## config.mk

```make
export PLATFORM = sky130hd
export DESIGN_NAME = brw_decoder
export DESIGN_NICKNAME = d
export VERILOG_FILES = /design/src/rtl/brw_pkg.sv /design/src/rtl/brw_cfg_regs.sv /design/src/rtl/brw_window.sv /design/src/rtl/brw_claim_stage.sv /design/src/rtl/brw_decoder.sv
export SDC_FILE = /design/constraint.sdc
export NUM_CORES = 1
export LEC_CHECK = 0
export BUFFER_PORTS_ARGS = -buffer_cell sky130_fd_sc_hd__buf_2
export CAP_MARGIN = 0
export CORE_MARGIN = 2
export CORE_UTILIZATION = 41
export DETAILED_ROUTE_END_ITERATION = 10
export GPL_ROUTABILITY_DRIVEN = 1
export HOLD_SLACK_MARGIN = 0.15
export PLACE_DENSITY = 0.68
export RECOVER_POWER = 50
export SYNTH_ARGS = -nofsm -noshare
export SYNTH_HDL_FRONTEND = slang
export SYNTH_SLANG_ARGS = --single-unit
```

## constraint.sdc

```tcl
create_clock -name clk -period 3.55 [get_ports clk]
set_clock_uncertainty 0.15 [all_clocks]
set_input_delay 0.355 -clock clk [delete_from_list [all_inputs] [get_ports clk]]
set_output_delay 0.355 -clock clk [all_outputs]
set_load 0.02 [all_outputs]
```

## src/rtl/brw_pkg.sv

```systemverilog
package brw_pkg;

    localparam int BRW_IDX_W  = 6;
    localparam int BRW_ADDR_W = 64;
    localparam int BRW_NWIN   = 3;

    localparam int WIN_MEM = 0;
    localparam int WIN_IO  = 1;
    localparam int WIN_PF  = 2;

    localparam logic [BRW_IDX_W-1:0] IDX_BUS    = 6'd6;
    localparam logic [BRW_IDX_W-1:0] IDX_IO     = 6'd7;
    localparam logic [BRW_IDX_W-1:0] IDX_MEM    = 6'd8;
    localparam logic [BRW_IDX_W-1:0] IDX_PF     = 6'd9;
    localparam logic [BRW_IDX_W-1:0] IDX_PF_BUP = 6'd10;
    localparam logic [BRW_IDX_W-1:0] IDX_PF_LUP = 6'd11;
    localparam logic [BRW_IDX_W-1:0] IDX_IO_UP  = 6'd12;

    typedef struct packed {
        logic [BRW_ADDR_W-1:0] lo;
        logic [BRW_ADDR_W-1:0] hi;
    } brw_bounds_t;

endpackage

```

## src/rtl/brw_cfg_regs.sv

```systemverilog
module brw_cfg_regs
    import brw_pkg::*;
#(
    parameter bit HAS_IO = 1'b1,
    parameter bit IO_32  = 1'b1,
    parameter bit HAS_PF = 1'b1,
    parameter bit PF_64  = 1'b1
) (
    input  logic                           clk,
    input  logic                           rst_n,
    input  logic                           wr,
    input  logic [BRW_IDX_W-1:0]           idx,
    input  logic [31:0]                    wdata,
    output logic [31:0]                    rdata,
    output brw_bounds_t [BRW_NWIN-1:0]     bnd
);

    localparam logic [3:0] IO_CAP = (HAS_IO && IO_32) ? 4'h1 : 4'h0;
    localparam logic [3:0] PF_CAP = (HAS_PF && PF_64) ? 4'h1 : 4'h0;

    logic [31:0] bus_q;
    logic [11:0] mem_b_q, mem_l_q;
    logic [3:0]  io_b_q, io_l_q;
    logic [15:0] io_bu_q, io_lu_q;
    logic [11:0] pf_b_q, pf_l_q;
    logic [31:0] pf_bu_q, pf_lu_q;

    // mandatory registers
    always_ff @(posedge clk) begin
        if (!rst_n) begin
            bus_q   <= '0;
            mem_b_q <= 12'hFFF;
            mem_l_q <= 12'h000;
        end else if (wr) begin
            if (idx == IDX_BUS) bus_q <= wdata;
            if (idx == IDX_MEM) begin
                mem_b_q <= wdata[15:4];
                mem_l_q <= wdata[31:20];
            end
        end
    end

    // optional I/O window storage
    generate
        if (HAS_IO) begin : g_io
            always_ff @(posedge clk) begin
                if (!rst_n) begin
                    io_b_q <= 4'hF;
                    io_l_q <= 4'h0;
                end else if (wr && idx == IDX_IO) begin
                    io_b_q <= wdata[7:4];
                    io_l_q <= wdata[15:12];
                end
            end
            if (IO_32) begin : g_io_up
                always_ff @(posedge clk) begin
                    if (!rst_n) begin
                        io_bu_q <= '0;
                        io_lu_q <= '0;
                    end else if (wr && idx == IDX_IO_UP) begin
                        io_bu_q <= wdata[15:0];
                        io_lu_q <= wdata[31:16];
                    end
                end
            end else begin : g_io_noup
                assign io_bu_q = '0;
                assign io_lu_q = '0;
            end
        end else begin : g_noio
            assign io_b_q  = 4'hF;
            assign io_l_q  = 4'h0;
            assign io_bu_q = '0;
            assign io_lu_q = '0;
        end
    endgenerate

    // optional prefetchable window storage
    generate
        if (HAS_PF) begin : g_pf
            always_ff @(posedge clk) begin
                if (!rst_n) begin
                    pf_b_q <= 12'hFFF;
                    pf_l_q <= 12'h000;
                end else if (wr && idx == IDX_PF) begin
                    pf_b_q <= wdata[15:4];
                    pf_l_q <= wdata[31:20];
                end
            end
            if (PF_64) begin : g_pf_up
                always_ff @(posedge clk) begin
                    if (!rst_n) begin
                        pf_bu_q <= '0;
                        pf_lu_q <= '0;
                    end else if (wr) begin
                        if (idx == IDX_PF_BUP) pf_bu_q <= wdata;
                        if (idx == IDX_PF_LUP) pf_lu_q <= wdata;
                    end
                end
            end else begin : g_pf_noup
                assign pf_bu_q = '0;
                assign pf_lu_q = '0;
            end
        end else begin : g_nopf
            assign pf_b_q  = 12'hFFF;
            assign pf_l_q  = 12'h000;
            assign pf_bu_q = '0;
            assign pf_lu_q = '0;
        end
    endgenerate

    // read mux
    always_comb begin
        rdata = '0;
        unique case (idx)
            IDX_BUS:    rdata = bus_q;
            IDX_IO:     rdata = HAS_IO ? {16'h0, io_l_q, IO_CAP, io_b_q, IO_CAP} : 32'h0;
            IDX_MEM:    rdata = {mem_l_q, 4'h0, mem_b_q, 4'h0};
            IDX_PF:     rdata = HAS_PF ? {pf_l_q, PF_CAP, pf_b_q, PF_CAP} : 32'h0;
            IDX_PF_BUP: rdata = pf_bu_q;
            IDX_PF_LUP: rdata = pf_lu_q;
            IDX_IO_UP:  rdata = {io_lu_q, io_bu_q};
            default:    rdata = '0;
        endcase
    end

    // full-width window bounds
    always_comb begin
        bnd[WIN_MEM].lo = {32'h0, mem_b_q, 20'h00000};
        bnd[WIN_MEM].hi = {32'h0, mem_l_q, 20'hFFFFF};
        bnd[WIN_IO].lo  = {32'h0, io_bu_q, io_b_q, 12'h000};
        bnd[WIN_IO].hi  = {32'h0, io_lu_q, io_l_q, 12'hFFF};
        bnd[WIN_PF].lo  = {pf_bu_q, pf_b_q, 20'h00000};
        bnd[WIN_PF].hi  = {pf_lu_q, pf_l_q, 20'hFFFFF};
    end

endmodule

```

## src/rtl/brw_window.sv

```systemverilog
module brw_window
    import brw_pkg::*;
#(
    parameter int AW = BRW_ADDR_W
) (
    input  logic [AW-1:0] lo,
    input  logic [AW-1:0] hi,
    input  logic [AW-1:0] addr,
    output logic          hit
);

    logic enabled;

    always_comb begin
        enabled = (lo <= hi);
        hit     = enabled && (addr >= lo) && (addr <= hi);
    end

endmodule

```

## src/rtl/brw_claim_stage.sv

```systemverilog
module brw_claim_stage (
    input  logic clk,
    input  logic rst_n,
    input  logic req,
    input  logic is_io,
    input  logic upstream,
    input  logic hit_mem,
    input  logic hit_io,
    input  logic hit_pf,
    output logic done,
    output logic claim
);

    logic space_hit;

    always_comb begin
        space_hit = is_io ? hit_io : (hit_mem || hit_pf);
    end

    always_ff @(posedge clk) begin
        if (!rst_n) begin
            done  <= 1'b0;
            claim <= 1'b0;
        end else begin
            done  <= req;
            claim <= req && (upstream ? !space_hit : space_hit);
        end
    end

endmodule

```

## src/rtl/brw_decoder.sv

```systemverilog
module brw_decoder
    import brw_pkg::*;
#(
    parameter bit HAS_IO = 1'b1,
    parameter bit IO_32  = 1'b1,
    parameter bit HAS_PF = 1'b1,
    parameter bit PF_64  = 1'b1
) (
    input  logic                  clk,
    input  logic                  rst_n,
    input  logic                  cfg_wr,
    input  logic [BRW_IDX_W-1:0]  cfg_idx,
    input  logic [31:0]           cfg_wdata,
    output logic [31:0]           cfg_rdata,
    input  logic                  dec_req,
    input  logic [BRW_ADDR_W-1:0] dec_addr,
    input  logic                  dec_io,
    input  logic                  dec_wide,
    input  logic                  dec_upstream,
    output logic                  dec_done,
    output logic                  dec_claim
);

    brw_bounds_t [BRW_NWIN-1:0]  bnd;
    logic [BRW_ADDR_W-1:0]       mem_addr, io_addr;
    logic [BRW_NWIN-1:0]         win_hit;

    brw_cfg_regs #(
        .HAS_IO(HAS_IO), .IO_32(IO_32), .HAS_PF(HAS_PF), .PF_64(PF_64)
    ) u_regs (
        .clk   (clk),
        .rst_n (rst_n),
        .wr    (cfg_wr),
        .idx   (cfg_idx),
        .wdata (cfg_wdata),
        .rdata (cfg_rdata),
        .bnd   (bnd)
    );

    always_comb begin
        mem_addr = dec_wide ? dec_addr : {32'h0, dec_addr[31:0]};
        io_addr  = {32'h0, dec_addr[31:0]};
    end

    generate
        for (genvar w = 0; w < BRW_NWIN; w++) begin : g_win
            brw_window #(.AW(BRW_ADDR_W)) u_win (
                .lo   (bnd[w].lo),
                .hi   (bnd[w].hi),
                .addr ((w == WIN_IO) ? io_addr : mem_addr),
                .hit  (win_hit[w])
            );
        end
    endgenerate

    brw_claim_stage u_claim (
        .clk      (clk),
        .rst_n    (rst_n),
        .req      (dec_req),
        .is_io    (dec_io),
        .upstream (dec_upstream),
        .hit_mem  (win_hit[WIN_MEM]),
        .hit_io   (win_hit[WIN_IO]),
        .hit_pf   (win_hit[WIN_PF]),
        .done     (dec_done),
        .claim    (dec_claim)
    );

endmodule

```

==> out/results.md <==
- **crit path setup slack, layout** 0.314 ns
- **leading register cell type out of synthesis** sky130_fd_sc_hd__dfxtp_1
- **number of top-level pins** 143
- **Placement Setup Slack** 0.203 ns
- **cell total after placement** 2283
- **final standard cell count with taps included and fillers excluded** 2349
- **reported max-cap violation count** 0
- **number of buffers added on ports** 142
- **RSZ-0062 raised after global routing** false
- **setup TNS** 0 ns
- **cell area power density** 299 nW/um^2
- **1st-pass router iterations** 8
- **global-route wire length before repair** 76.0 mm
- **area share of the largest cell type after synthesis** 27.3%
- **number of inserted filler cells in the final layout** 3224
- **global router's overall resource usage** 28.0%
- **VDD IR-drop max** 0.343 mV
- **placement row count** 66
- **vias in the first global route** 13.4k
- **clock edge transition at the registers on the reported setup and hold paths** 0.07 ns
- **number of DRC violations after detailed routing** 0
- **pin count of the biggest net entering global routing** 122
- **type of the worst setup path** input port to output pin
- **overall overflow remaining after global route** 0
- **result of the run** finished clean
- **DPL Wire Length** 38.7 mm
- **effective utilization at floorplan** 41.8%
- **type of element launching the critical path** input port
- **core utilization of the finished layout** 48.2%
- **share of cells above drive strength 1** 10.9%
- **Avg Vias per Cell** 5.78
- **LEAKAGE** 6.30 nW
- **H-tree depth** 4
- **total via count in the routed design** 13.6k
- **number of standard cells after synthesis** 1754
- **arrival time at the worst endpoint** 2.73 ns
- **Max Root-Sink Buffers** 2
- **number of warnings reported in the yosys synthesis log** 0
- **count of final max-slew check failures** 0
- **Final Hold Viols** 0
- **remaining antenna violation count after routing** 0
- **Net count, final** 2226
- **Synth Area per Inst** 7.79 sq um
- **biggest area consumer among synthesized cells** sky130_fd_sc_hd__dfxtp_1
- **initial detailed-routing violation count** 1486
- **sort of element at the end of the critical path** output pin
- **Die Wd** 187 microns
- **register bit total from synthesis** 186
- **Period minus WS final** 3.24 ns
- **number of enable-type register cells in the synthesized netlist** 0
- **part of the Yosys area used for sequential elements** 27.3%
- **achievable clock frequency** 309 MHz
- **area of the placeable core** 32700 sq um
- **clock insertion delay at the later pin of the skew report** 0.46 ns
- **final standard cell area without fillers** 15800 sq um
- **post-route fraction of the period consumed by the critical path** 91.2%
- **clock buffer count from CTS** 17
- **Slew HR** 29.6%
- **Die Outline Area** 34800 sq um
- **post-synthesis net count** 2086
- **number of resized instances in the post-cts repair step** 0
- **Antenna diodes** 0
- **antenna violations before repair** 1
- **clock tree from TritonCTS** done
- **total clock sinks** 186
- **root cell of the clock tree** sky130_fd_sc_hd__clkbuf_16
- **peak fanout along the critical path** 32
- **number of distinct library cell variants in the gate-level netlist after synthesis** 60
- **Syn Std Cell Area** 13700 sq um
- **WL per Instance** 21.0 microns
- **layout overhead on the synthesized area** 15.4%
- **Slew @ Worst Pin** 1.06 ns
- **Die Height** 187 microns
- **worst min-delay path category** input port to flip-flop
- **gp weighted congestion** 0.944
- **worst path required time** 3.04 ns
- **aggregate routed wire length** 49.4 mm
- **share of flip-flops with an asynchronous set or reset** 0%
- **Setup violations, final** 0
- **cells taking the most area after synthesis** sky130_fd_sc_hd__dfxtp_1, sky130_fd_sc_hd__ha_1, sky130_fd_sc_hd__nand2_1
- **Post-DP Area** 14800 sq um
-- kinds of logic (layout without fill, tap and decap cells) --
group / Yosys count / after routing / share of synthesized area [%]
DFF: 186 / 186 / 27.3
buffers and inverters: 240 / 393 / 6.76
xor gates and xnor gates: 2 / 2 / 0.128
AOI/OAI and AO/OA: 457 / 457 / 23.3
and+or+nand+nor: 629 / 629 / 20.4
muxes: 16 / 16 / 1.63
adders and majority gates: 224 / 224 / 20.5
-- cell usage after synthesis, types with 6 or more instances --
master                        n
sky130_fd_sc_hd__a2111oi_0    6
sky130_fd_sc_hd__a211oi_1    14
sky130_fd_sc_hd__a21boi_0   140
sky130_fd_sc_hd__a21boi_1    17
sky130_fd_sc_hd__a21o_1      28
sky130_fd_sc_hd__a21oi_1     76
sky130_fd_sc_hd__a222oi_1    25
sky130_fd_sc_hd__a22oi_1     22
sky130_fd_sc_hd__and2_1      36
sky130_fd_sc_hd__and4_1       9
sky130_fd_sc_hd__buf_2       18
sky130_fd_sc_hd__clkbuf_1    62
sky130_fd_sc_hd__dfxtp_1    186
sky130_fd_sc_hd__ha_1       223
sky130_fd_sc_hd__inv_1      156
sky130_fd_sc_hd__mux2i_1     11
sky130_fd_sc_hd__nand2_1    427
sky130_fd_sc_hd__nand3_1     26
sky130_fd_sc_hd__nand4_1     40
sky130_fd_sc_hd__nor2_1      34
sky130_fd_sc_hd__nor2b_1      8
sky130_fd_sc_hd__nor3_1      12
sky130_fd_sc_hd__nor4_1      17
sky130_fd_sc_hd__o211ai_1    31
sky130_fd_sc_hd__o21ai_0     60
sky130_fd_sc_hd__o22ai_1     10
-- cell type report --
class	count	area [sq um]	area share [%]
Clock buffer	17	425	2.70
Inverter	156	586	3.71
Clock inverter	15	179	1.14
Timing Repair Buffer	205	1270	8.06
Tap cell	442	553	3.51
Sequential cell	186	3720	23.6
Multi-Input combinational cell	1328	9020	57.3
-- worst max-delay path: stages --
cell                       delay, ns
sky130_fd_sc_hd__clkbuf_1       0.57
sky130_fd_sc_hd__buf_4          0.52
sky130_fd_sc_hd__nor3_1         0.10
sky130_fd_sc_hd__buf_4          0.21
sky130_fd_sc_hd__a222oi_1       0.40
sky130_fd_sc_hd__o21ai_0        0.31
sky130_fd_sc_hd__buf_2          0.24
-- layer usage --
metal / global-route usage (%) / vias to the layer above / routed length [microns]
met4: 10.9 / 0 / 1990
met2: 46.1 / 587 / 22500
met1: 37.2 / 6432 / 21400
met3: 3.61 / 98 / 3510
met5: 0 / - / 0
li1: - / 6471 / -
-- per-stage QoR --
stage	power [mW]	hold slack (ns)
floorplan	2.49	0.293
global placement	2.75	0.299
detailed placement	2.76	0.308
CTS	4.71	0.249
global route	4.87	0.267
finish	4.72	0.236
-- worst paths after layout --
check	slack (ns)	depth (start not counted)	to	start
max	0.31	7	cfg_rdata[22]	cfg_idx[0]
min	0.24	2	u_regs.pf_b_q[10]	rst_n
max reg2reg	0.53	10	u_claim.claim	u_regs.pf_lu_q[21]
min reg2reg	0.31	2	u_regs.pf_lu_q[0]	u_regs.pf_lu_q[0]
-- what timing repair did --
| action | CTS | global route |
|---|---|---|
| setup buffers | 0 | 0 |
| hold buffers | 34 | 0 |
| endpoints found under the hold margin | 158 | 0 |
-- cell usage in the layout, fill, tap and decap left out, types with 14 or more instances in the layout --
cell                            Yosys  routed
sky130_fd_sc_hd__clkbuf_16          0      17
sky130_fd_sc_hd__nand4_1           40      40
sky130_fd_sc_hd__a21o_1            28      28
sky130_fd_sc_hd__nand3_1           26      26
sky130_fd_sc_hd__a22oi_1           22      22
sky130_fd_sc_hd__and2_1            36      31
sky130_fd_sc_hd__nor2_1            34      33
sky130_fd_sc_hd__buf_2             18     137
sky130_fd_sc_hd__a21boi_0         140     149
sky130_fd_sc_hd__o211ai_1          31      31
sky130_fd_sc_hd__ha_1             223     223
sky130_fd_sc_hd__a211oi_1          14      14
sky130_fd_sc_hd__dfxtp_1          186     186
sky130_fd_sc_hd__a222oi_1          25      25
sky130_fd_sc_hd__o21ai_0           60      60
sky130_fd_sc_hd__inv_1            156     156
sky130_fd_sc_hd__nand2_1          427     427
sky130_fd_sc_hd__buf_4              0      22
sky130_fd_sc_hd__a21oi_1           76      76
sky130_fd_sc_hd__dlygate4sd3_1      0      34
sky130_fd_sc_hd__nor4_1            17      17
-- registers in the layout, summed over array words and instances (netlist names) --
signal          count
u_regs.io_lu_q     16
u_regs.mem_l_q     12
u_regs.pf_lu_q     32
u_regs.io_l_q       4
u_regs.pf_l_q      12
u_regs.io_bu_q     16
u_regs.bus_q       32
u_claim.claim       1
u_regs.io_b_q       4
u_claim.done        1
u_regs.pf_bu_q     32
u_regs.pf_b_q      12
u_regs.mem_b_q     12
-- where the power goes --
group | switching, mW | internal [mW]
registers | 0.0106 | 2.09
clock network | 1.01 | 0.951
logic | 0.385 | 0.266
(Power assumes the default switching activity.)
